--- config.mk ---
export PLATFORM = sky130hd
export DESIGN_NAME = tpg_stripe_gen
export DESIGN_NICKNAME = d
export VERILOG_FILES = /design/src/rtl/tpg_stripe_gen.sv
export SDC_FILE = /design/constraint.sdc
export NUM_CORES = 1
export LEC_CHECK = 0
export BUFFER_PORTS_ARGS = -buffer_cell sky130_fd_sc_hd__buf_2
export CAP_MARGIN = 20
export CORE_MARGIN = 2
export CORE_UTILIZATION = 35
export CTS_CLUSTER_DIAMETER = 40
export DETAILED_ROUTE_END_ITERATION = 16
export GPL_TIMING_DRIVEN = 0
export PLACE_DENSITY = 0.63
export SLEW_MARGIN = 20
export SYNTH_ARGS = -nofsm -noshare
export SYNTH_HDL_FRONTEND = slang
export SYNTH_SLANG_ARGS = --single-unit
--- constraint.sdc ---
create_clock -name clk -period 1.9 [get_ports clk]
set_input_delay 0 -clock clk [delete_from_list [all_inputs] [get_ports clk]]
set_output_delay 0 -clock clk [all_outputs]
set_load 0.005 [all_outputs]
--- src/rtl/tpg_stripe_gen.sv ---
module tpg_stripe_gen #(
  parameter int PIX_W   = 12,
  parameter int CLAMP_W = 8,
  parameter int ISEL_W  = 2,
  parameter int LOG_MIN = 3,
  parameter int STEP    = 128
) (
  input  logic               clk,
  input  logic               rst_n,
  input  logic               pix_stb,
  input  logic               line_start,
  input  logic [ISEL_W-1:0]  interval_sel,
  input  logic [CLAMP_W-1:0] clamp_code,
  output logic [PIX_W-1:0]   code
);
  localparam int CW = LOG_MIN + (1 << ISEL_W) - 1;

  logic [CW-1:0]    cnt_q, cnt_d, eff_cnt, limit;
  logic [CW:0]      lim_full;
  logic             hi_q, hi_d, eff_hi;
  logic [PIX_W:0]   black_ext, hi_sum;
  logic [PIX_W-1:0] black_lvl, hi_lvl;

  // black level is twice the clamp code; the raised level saturates
  always_comb begin
    black_ext = (PIX_W+1)'({clamp_code, 1'b0});
    hi_sum    = black_ext + (PIX_W+1)'(STEP);
    black_lvl = black_ext[PIX_W-1:0];
    hi_lvl    = hi_sum[PIX_W] ? '1 : hi_sum[PIX_W-1:0];
  end

  always_comb begin
    lim_full = ((CW+1)'(1) << (LOG_MIN + int'(interval_sel))) - (CW+1)'(1);
    limit    = lim_full[CW-1:0];
    eff_cnt  = line_start ? '0 : cnt_q;
    eff_hi   = line_start ? 1'b1 : hi_q;
    cnt_d    = cnt_q;
    hi_d     = hi_q;
    if (pix_stb) begin
      if (eff_cnt >= limit) begin
        cnt_d = '0;
        hi_d  = ~eff_hi;
      end else begin
        cnt_d = eff_cnt + CW'(1);
        hi_d  = eff_hi;
      end
    end else if (line_start) begin
      cnt_d = '0;
      hi_d  = 1'b1;
    end
  end

  always_ff @(posedge clk or negedge rst_n) begin
    if (!rst_n) begin
      cnt_q <= '0;
      hi_q  <= 1'b1;
    end else if (pix_stb || line_start) begin
      cnt_q <= cnt_d;
      hi_q  <= hi_d;
    end
  end

  assign code = eff_hi ? hi_lvl : black_lvl;
endmodule

Yosys cells after proc, flatten, opt, wreduce, memory -nomap -nowiden

Index checks and enable logic that the tools add are counted.

Add/subtract/negate cells: 4
Magnitude comparators: 1
Shift-type cells: 1
Multiplexer cells: 8
Bitwise operators: 1
Reduce and logical (&&, ||, !) cells: 1

Operator list:

| cell                                                                | count |
|---|---|
| 12-bit two-way mux                                                  | 2 |
| 6-bit two-way mux                                                   | 3 |
| 9-bit by 8-bit adder with 10-bit output (second input constant)     | 1 |
| 6-bit by 1-bit adder with 6-bit output (second input constant)      | 1 |
| 6-bit greater-or-equal comparator                                   | 1 |
| 1-bit by 3-bit left shift with 6-bit output (first input constant)  | 1 |
| 6-bit by 2-bit subtractor with 6-bit output (second input constant) | 1 |
| 2-bit by 2-bit adder with 3-bit output (first input constant)       | 1 |
| 1-bit two-way mux                                                   | 3 |
| 1-bit logical OR                                                    | 1 |
| 1-bit NOT                                                           | 1 |

Register bits after elaboration: 7
Output and inout port bits: 12

Depth between registers and ports, before layout

Gate-level depths: netlist of run 1.

Word-level depth: 6
Depth in mapped cells: 7
Gate-level depth less buffers: 7

Least setup slack after synthesis of run 1

No wires, ideal clock.

Kind: reg-to-reg
Start point: reg cnt_q[4]
End point: reg cnt_q[3]
Library setup time: 0.080 ns
Data arrival time: 1.475 ns
Data required time: 1.820 ns
Slack: 0.345 ns
Stages on the path, launching flop included: 8
Period minus slack after synthesis: 1.555 ns
Cells stage by stage: dfrtp_1 > nand2b_1 > inv_1 > ha_1 > and3_1 > a22oi_2 > o31ai_4 > nor3_2

Cells in the longest elaborated chain, start to end: 4

RTL lines:

| item                              | RTL line | text |
|---|---|---|
| start: declaration                | 18       | `logic [CW-1:0] cnt_q, cnt_d, eff_cnt, limit;` |
| start signal: assignment          | 58       | `cnt_q <= cnt_d;` |
| 6-bit two-way mux                 | --       |  |
| 6-bit greater-or-equal comparator | 40       | `if (eff_cnt >= limit) begin` |
| 6-bit two-way mux                 | 40       |  |
| 6-bit two-way mux                 | 39       | `if (pix_stb) begin` |

No other way between the ends.
A chain may end at the register's enable or synchronous reset.

Worst setup path after layout of run 1

Same ends and word-level chain as after synthesis.

==> impl_metrics.py, run 1 <==
metrics = {
    "global_route": {
        "grt_pass1_wl_um": 2160,
        "track_usage": 0.112,
        "antenna_found_initial": 0,
        "grt_start_max_net_pins": 11,
        "grt_pass1_vias": 539,
        "overflow": 0,
    },
    "die": {
        "die-area_um2": 2520,
        "core-area_um2": 1980,
        "rows": 16,
        "initial_core_util": 0.377,
        "die_x_um": 50.2,
        "die_h_um": 50.2,
        "io_pins": 26,
    },
    "yosys": {
        "synth_ff_type": "dfrtp_1",
        "synth_seq_cells": 7,
        "synth-seq-area-share": 0.236,
        "synth_area_um2": 747,
        "synth_top_family_by_area": "simple AND/OR/NAND/NOR gates",
        "synthMuxAreaShare": 0.0486,
        "postSynthCellCount": 77,
        "synth-edff-count": 0,
        "synth_cell_type_count": 35,
        "synth.avg_cell_area_um2": 9.70,
        "synth_fa_ha_area_frac": 0.151,
        "synth_async_sr_flop_share": 1.00,
        "yosysWarnings": 0,
        "synthSimpleGateAreaFrac": 0.199,
        "synth-compound-area-share": 0.183,
        "synth_xor_area_frac": 0.0352,
    },
    "worst_setup_path": {
        "cp.arrival_ns": 1.85,
        "cp_max_fo": 4,
        "required_ns": 2.07,
        "crit_type": "reg2reg",
        "critPathCaptureType": "flip-flop",
        "cp-start-kind": "flip-flop",
    },
    "cts": {
        "clk_pin_slew_ns": 0.05,
        "post_cts_buffers": 0,
        "htreeDepth": 1,
        "cts_sinks": 7,
        "cts-root-buf": "clkbuf_4",
        "cts_resized": 0,
        "clk_latency_ns": 0.25,
        "cts_tree": "built",
        "cts_inserted_buffers": 3,
        "clock_path_buffers": 2,
        "cts_hold_buf": 1,
    },
    "hold_path": {
        "min_path_type": "in2reg",
    },
    "drt": {
        "vias": 570,
        "first_pass_iters": 4,
        "first_iter_violations": 7,
        "drtAntennaViolNets": 0,
        "avgViaCountPerCell": 4.42,
        "wirelength_um": 1190,
        "post-route-drc-count": 0,
        "wl_per_cell_um": 9.22,
    },
    "run_status": {
        "outcome": "completed",
    },
    "sta": {
        "report.final.setup_viol": 0,
        "finalMaxSlewViolations": 0,
        "finalWorstSetupSlack_ns": 0.225,
        "skew_ns": 0.00355,
        "fmax_mhz": 597,
        "hold_viol_final": 0,
        "setup_tns_ns": 0,
        "rsz0062_at_grt": "false",
        "layout_min_cycle_time_ns": 1.68,
        "fin_crit_sh": 0.882,
        "hold_ws_ns": 0.0103,
    },
    "pwr": {
        "p_comb_frac": 0.270,
        "p_int_mw": 0.291,
        "total_power_mw": 0.399,
        "p_per_area_nw_per_um2": 438,
        "p_leak_nw": 0.519,
        "p_clk_frac": 0.330,
        "power_frac_seq": 0.400,
        "p_switching_mw": 0.109,
        "swShare": 0.272,
        "peakVddDrop_uv": 388,
    },
    "job": {
        "maxCapViolCount": 0,
    },
    "final_layout": {
        "layout.nets": 126,
        "nFillCells": 203,
        "final_cell_mix": "buf_2, buf_4, ha_1",
        "multi_input_area_um2": 483,
        "insertedDiodeCount": 0,
        "drive_gt1_frac": 0.431,
        "ff_latch_area_um2": 176,
        "layout.cells.non_filler": 129,
        "syn_to_final_growth_pct": 22.1,
        "layout_commonest_cell": "buf_2",
    },
    "placed_design": {
        "port_buffers": 16,
        "gp_congestion": 0.746,
        "hpwl_um": 1030,
        "dp_slack_ns": 0.228,
        "placed_cells": 124,
    },
}
worst max-delay path: stages (launching register included):
cell and delay [ns]:
dfrtp_1 0.38, nand2b_1 0.15, inv_1 0.07, ha_1 0.34, and3_1 0.19, a22oi_2 0.19, o31ai_4 0.13, nor3_2 0.15
worst paths after layout:
path                                  from       end  slack, ns  cells after the start
min in group asynchronous            rst_n  cnt_q[3]       0.11                      2
max in group asynchronous            rst_n      hi_q       1.56                      2
worst max-delay path              cnt_q[4]  cnt_q[3]       0.22                      7
worst max register to register    cnt_q[4]  cnt_q[3]       0.22                      7
worst min-delay path            line_start  cnt_q[3]       0.01                      2
worst min register to register    cnt_q[5]  cnt_q[5]       0.57                      3
stage by stage:
| stage | area [um^2] | util |
|---|---|---|
| detailed placement | 876 | 0.442 |
| finish | 912 | 0.460 |
| CTS | 912 | 0.460 |
| floorplan | 762 | - |
| global route | 912 | 0.460 |
| global placement | 876 | 0.442 |
sequential cells by signal, indices dropped and copies added, names as in the netlist:
signal and flops:
hi_q 1, cnt_q 6
final cells by class:
cell class / instances / share of cell area
clock buffer: 4 / 0.0288
inverter: 7 / 0.0302
multi-input combinational: 57 / 0.529
sequential: 7 / 0.193
timing repair buffer: 17 / 0.0988
buffer: 10 / 0.0823
tap: 27 / 0.0370
kinds of logic after synthesis:
| kind of cell | Yosys count |
|---|---|
| simple gates | 23 |
| buf+inv | 17 |
| compound gates | 13 |
| fa+ha+maj | 9 |
| flops | 7 |
| xor+xnor | 3 |
| mux | 3 |
| other cells | 2 |
synth_stat cells (all sizes together), types with 2 or more instances:
cell    instances  area share
ha              9        0.15
nor2            4       0.020
dfrtp           6        0.20
nand4           2       0.025
and2b           3       0.030
inv             6       0.030
xnor2           2       0.023
a21o            2       0.020
o21ai           2       0.018
nand2           4       0.020
and3            3       0.025
nand2b          4       0.044
mux2            2       0.035
buf            10        0.10
conb            2       0.010
routing by layer:
metal,track usage,wire length (um),vias up
met1,0.134,534,248
met2,0.184,563,16
met3,0.0357,78,2
met5,0,0,-
li1,-,-,304
met4,0.0417,13,0
power by group through the flow:
stage / clock network (mW) / registers (mW) / logic [mW]
after CTS: 0.139 / 0.160 / 0.109
after detailed placement: 0 / 0.162 / 0.107
final: 0.132 / 0.160 / 0.108
after global routing: 0.149 / 0.160 / 0.121
after global placement: 0 / 0.162 / 0.106
after floorplan: 0 / 0.162 / 0.0751
Power figures use the tool's default switching activity.
==> run 2, diff against run 1 <==
HOLD_SLACK_MARGIN = 0.12   (was not set)
RECOVER_POWER = 50   (was not set)
==> run 2 against run 1 <==
Effect of this change:
- die area did not move
- setup slack got worse by 0.12 ns
- power is 2.1% higher
- first-iteration DRC count is 14% lower
- clock power about the same
- utilization up 1.3 points
- largest cell class unchanged
- highest routed layer unchanged
==> impl_metrics.py, run 2 (same netlist as run 1, synthesis figures left out) <==
metrics = {
    "worst_setup_path": {
        "reg2regPathDepth": 7,
        "cp-start-kind": "input port",
        "critPathMaxStageDelay_ns": 0.53,
        "critPathCaptureType": "flip-flop",
        "reg2reg_to": "cnt_q[1]",
        "slowest_stage": "dlygate4sd3_1",
        "path_delay_family": "buffers and inverters",
        "rr_startpoint": "cnt_q[5]",
        "cp.arrival_ns": 1.98,
        "rrSetupSlack_ns": 0.23,
        "cp_max_fo": 8,
        "crit_buf_inv": 3,
        "crit_type": "in2reg",
        "path_cells": "dlygate4sd3_1, buf_2, and2b_1, inv_1, ha_1, nand2b_1, a21oi_4, o31ai_4, xnor2_1",
        "required_ns": 2.08,
    },
    "final_layout": {
        "final_util": 0.473,
        "insertedDiodeCount": 0,
        "final_cell_mix": "buf_2, ha_1, clkbuf_4",
        "top_register": "cnt_q",
        "ff_latch_area_um2": 176,
        "syn_to_final_growth_pct": 25.6,
        "largestRegisters": "cnt_q x6, hi_q x1",
        "nFillCells": 199,
        "layout.nets": 128,
        "multi_input_area_um2": 493,
        "largest_reg_flops": 6,
        "drive_gt1_frac": 0.404,
        "layout_commonest_cell": "buf_2",
    },
    "run_status": {
        "outcome": "completed",
    },
    "drt": {
        "wl_per_cell_um": 9.36,
        "first_pass_iters": 3,
        "drtAntennaViolNets": 0,
        "first_iter_violations": 6,
        "wirelength_um": 1230,
        "post-route-drc-count": 0,
        "vias": 582,
        "avgViaCountPerCell": 4.44,
    },
    "global_route": {
        "grt_start_max_net_pins": 11,
        "overflow": 0,
        "track_usage": 0.111,
        "grt_pass1_wl_um": 2150,
        "grt_pass1_vias": 539,
        "antenna_found_initial": 0,
    },
    "cts": {
        "cts_inserted_buffers": 3,
        "cts_sinks": 7,
        "clock_path_buffers": 2,
        "htreeDepth": 1,
        "clk_pin_slew_ns": 0.05,
        "clk_latency_ns": 0.25,
        "cts-root-buf": "clkbuf_4",
        "post_cts_buffers": 0,
        "cts_tree": "built",
    },
    "sta": {
        "fin_crit_sh": 0.947,
        "fmax_mhz": 556,
        "rsz0062_at_grt": "false",
        "setup_tns_ns": 0,
        "hold_ws_ns": 0.137,
        "skew_ns": 0.00401,
        "report.final.setup_viol": 0,
        "finalWorstSetupSlack_ns": 0.101,
        "finalMaxSlewViolations": 0,
        "hold_viol_final": 0,
        "layout_min_cycle_time_ns": 1.80,
    },
    "hold_path": {
        "holdPathStages": 3,
        "holdPathEnd": "cnt_q[4]",
        "worstHoldStart": "pix_stb",
        "min_path_type": "in2reg",
    },
    "pwr": {
        "p_per_area_nw_per_um2": 434,
        "p_leak_nw": 0.520,
        "peakVddDrop_uv": 388,
    },
    "die": {
        "rows": 16,
        "die_h_um": 50.2,
        "initial_core_util": 0.377,
        "core-area_um2": 1980,
        "die_x_um": 50.2,
        "die-area_um2": 2520,
        "io_pins": 26,
    },
    "placed_design": {
        "hpwl_um": 1030,
        "dp_slack_ns": 0.228,
        "gp_congestion": 0.746,
        "port_buffers": 16,
    },
    "job": {
        "maxCapViolCount": 0,
    },
}
==> run 2: cell types whose count changed in the layout (fill, tap and decap cells not counted), sizes merged <==
cell,previous run,this run
clkbuf,4,11
buf,26,19
dlygate4sd3,1,3
==> run 2: metrics by stage <==
step	total power [mW]	area (um^2)	instances
floorplan	0.237	762	81
global placement	0.268	876	124
detailed placement	0.270	876	124
CTS	0.411	932	131
global route	0.438	938	131
finish	0.407	938	131
==> run 2: cell type report <==
type / count / share of cell area
clock buffers: 4 / 0.0280
well taps: 27 / 0.0360
plain buffers: 10 / 0.0800
repair buffers: 19 / 0.113
multi-input cells: 57 / 0.525
flip-flops and latches: 7 / 0.188
inverters: 7 / 0.0293
==> run 2: where the power goes <==
part / switching, mW / total, mW / internal, mW / leakage (nW)
Combinational: 0.0572 / 0.116 / 0.0587 / 0.414
Clock: 0.0519 / 0.132 / 0.0800 / 0.0150
Sequential: 0.00309 / 0.160 / 0.157 / 0.0915
==> run 2: worst max-delay path by stage <==
stage                from        to  depth (start not counted)
2_1_floorplan    cnt_q[4]  cnt_q[3]                          7
3_3_place_gp     cnt_q[0]  cnt_q[2]                          7
3_5_place_dp     cnt_q[0]  cnt_q[1]                          7
4_1_cts        line_start  cnt_q[1]                          9
5_1_grt        line_start  cnt_q[2]                          8
6_report       line_start      hi_q                          9
==> run 2: repair_timing <==
action / CTS / global route
endpoints found under the setup margin: 0 / 4
endpoints found under the hold margin: 8 / 0
gates resized for setup: 0 / 2
hold buffers: 3 / 0
==> run 2: metal layers <==
layer | part of all wire | track usage | up-vias
li1 | - | - | 310
met1 | 0.46 | 0.132 | 256
met2 | 0.47 | 0.184 | 14
met3 | 0.054 | 0.0357 | 2
met4 | 0.011 | 0.0417 | 0
met5 | 0 | 0 | -
==> run 2: worst reg2reg max path: stages (launching register included) <==
cell and delay (ns):
dfrtp_1 0.35, inv_1 0.07, nor2_1 0.06, ha_1 0.36, a21o_1 0.21, a31oi_2 0.24, o21ai_2 0.13, o2bb2ai_1 0.17
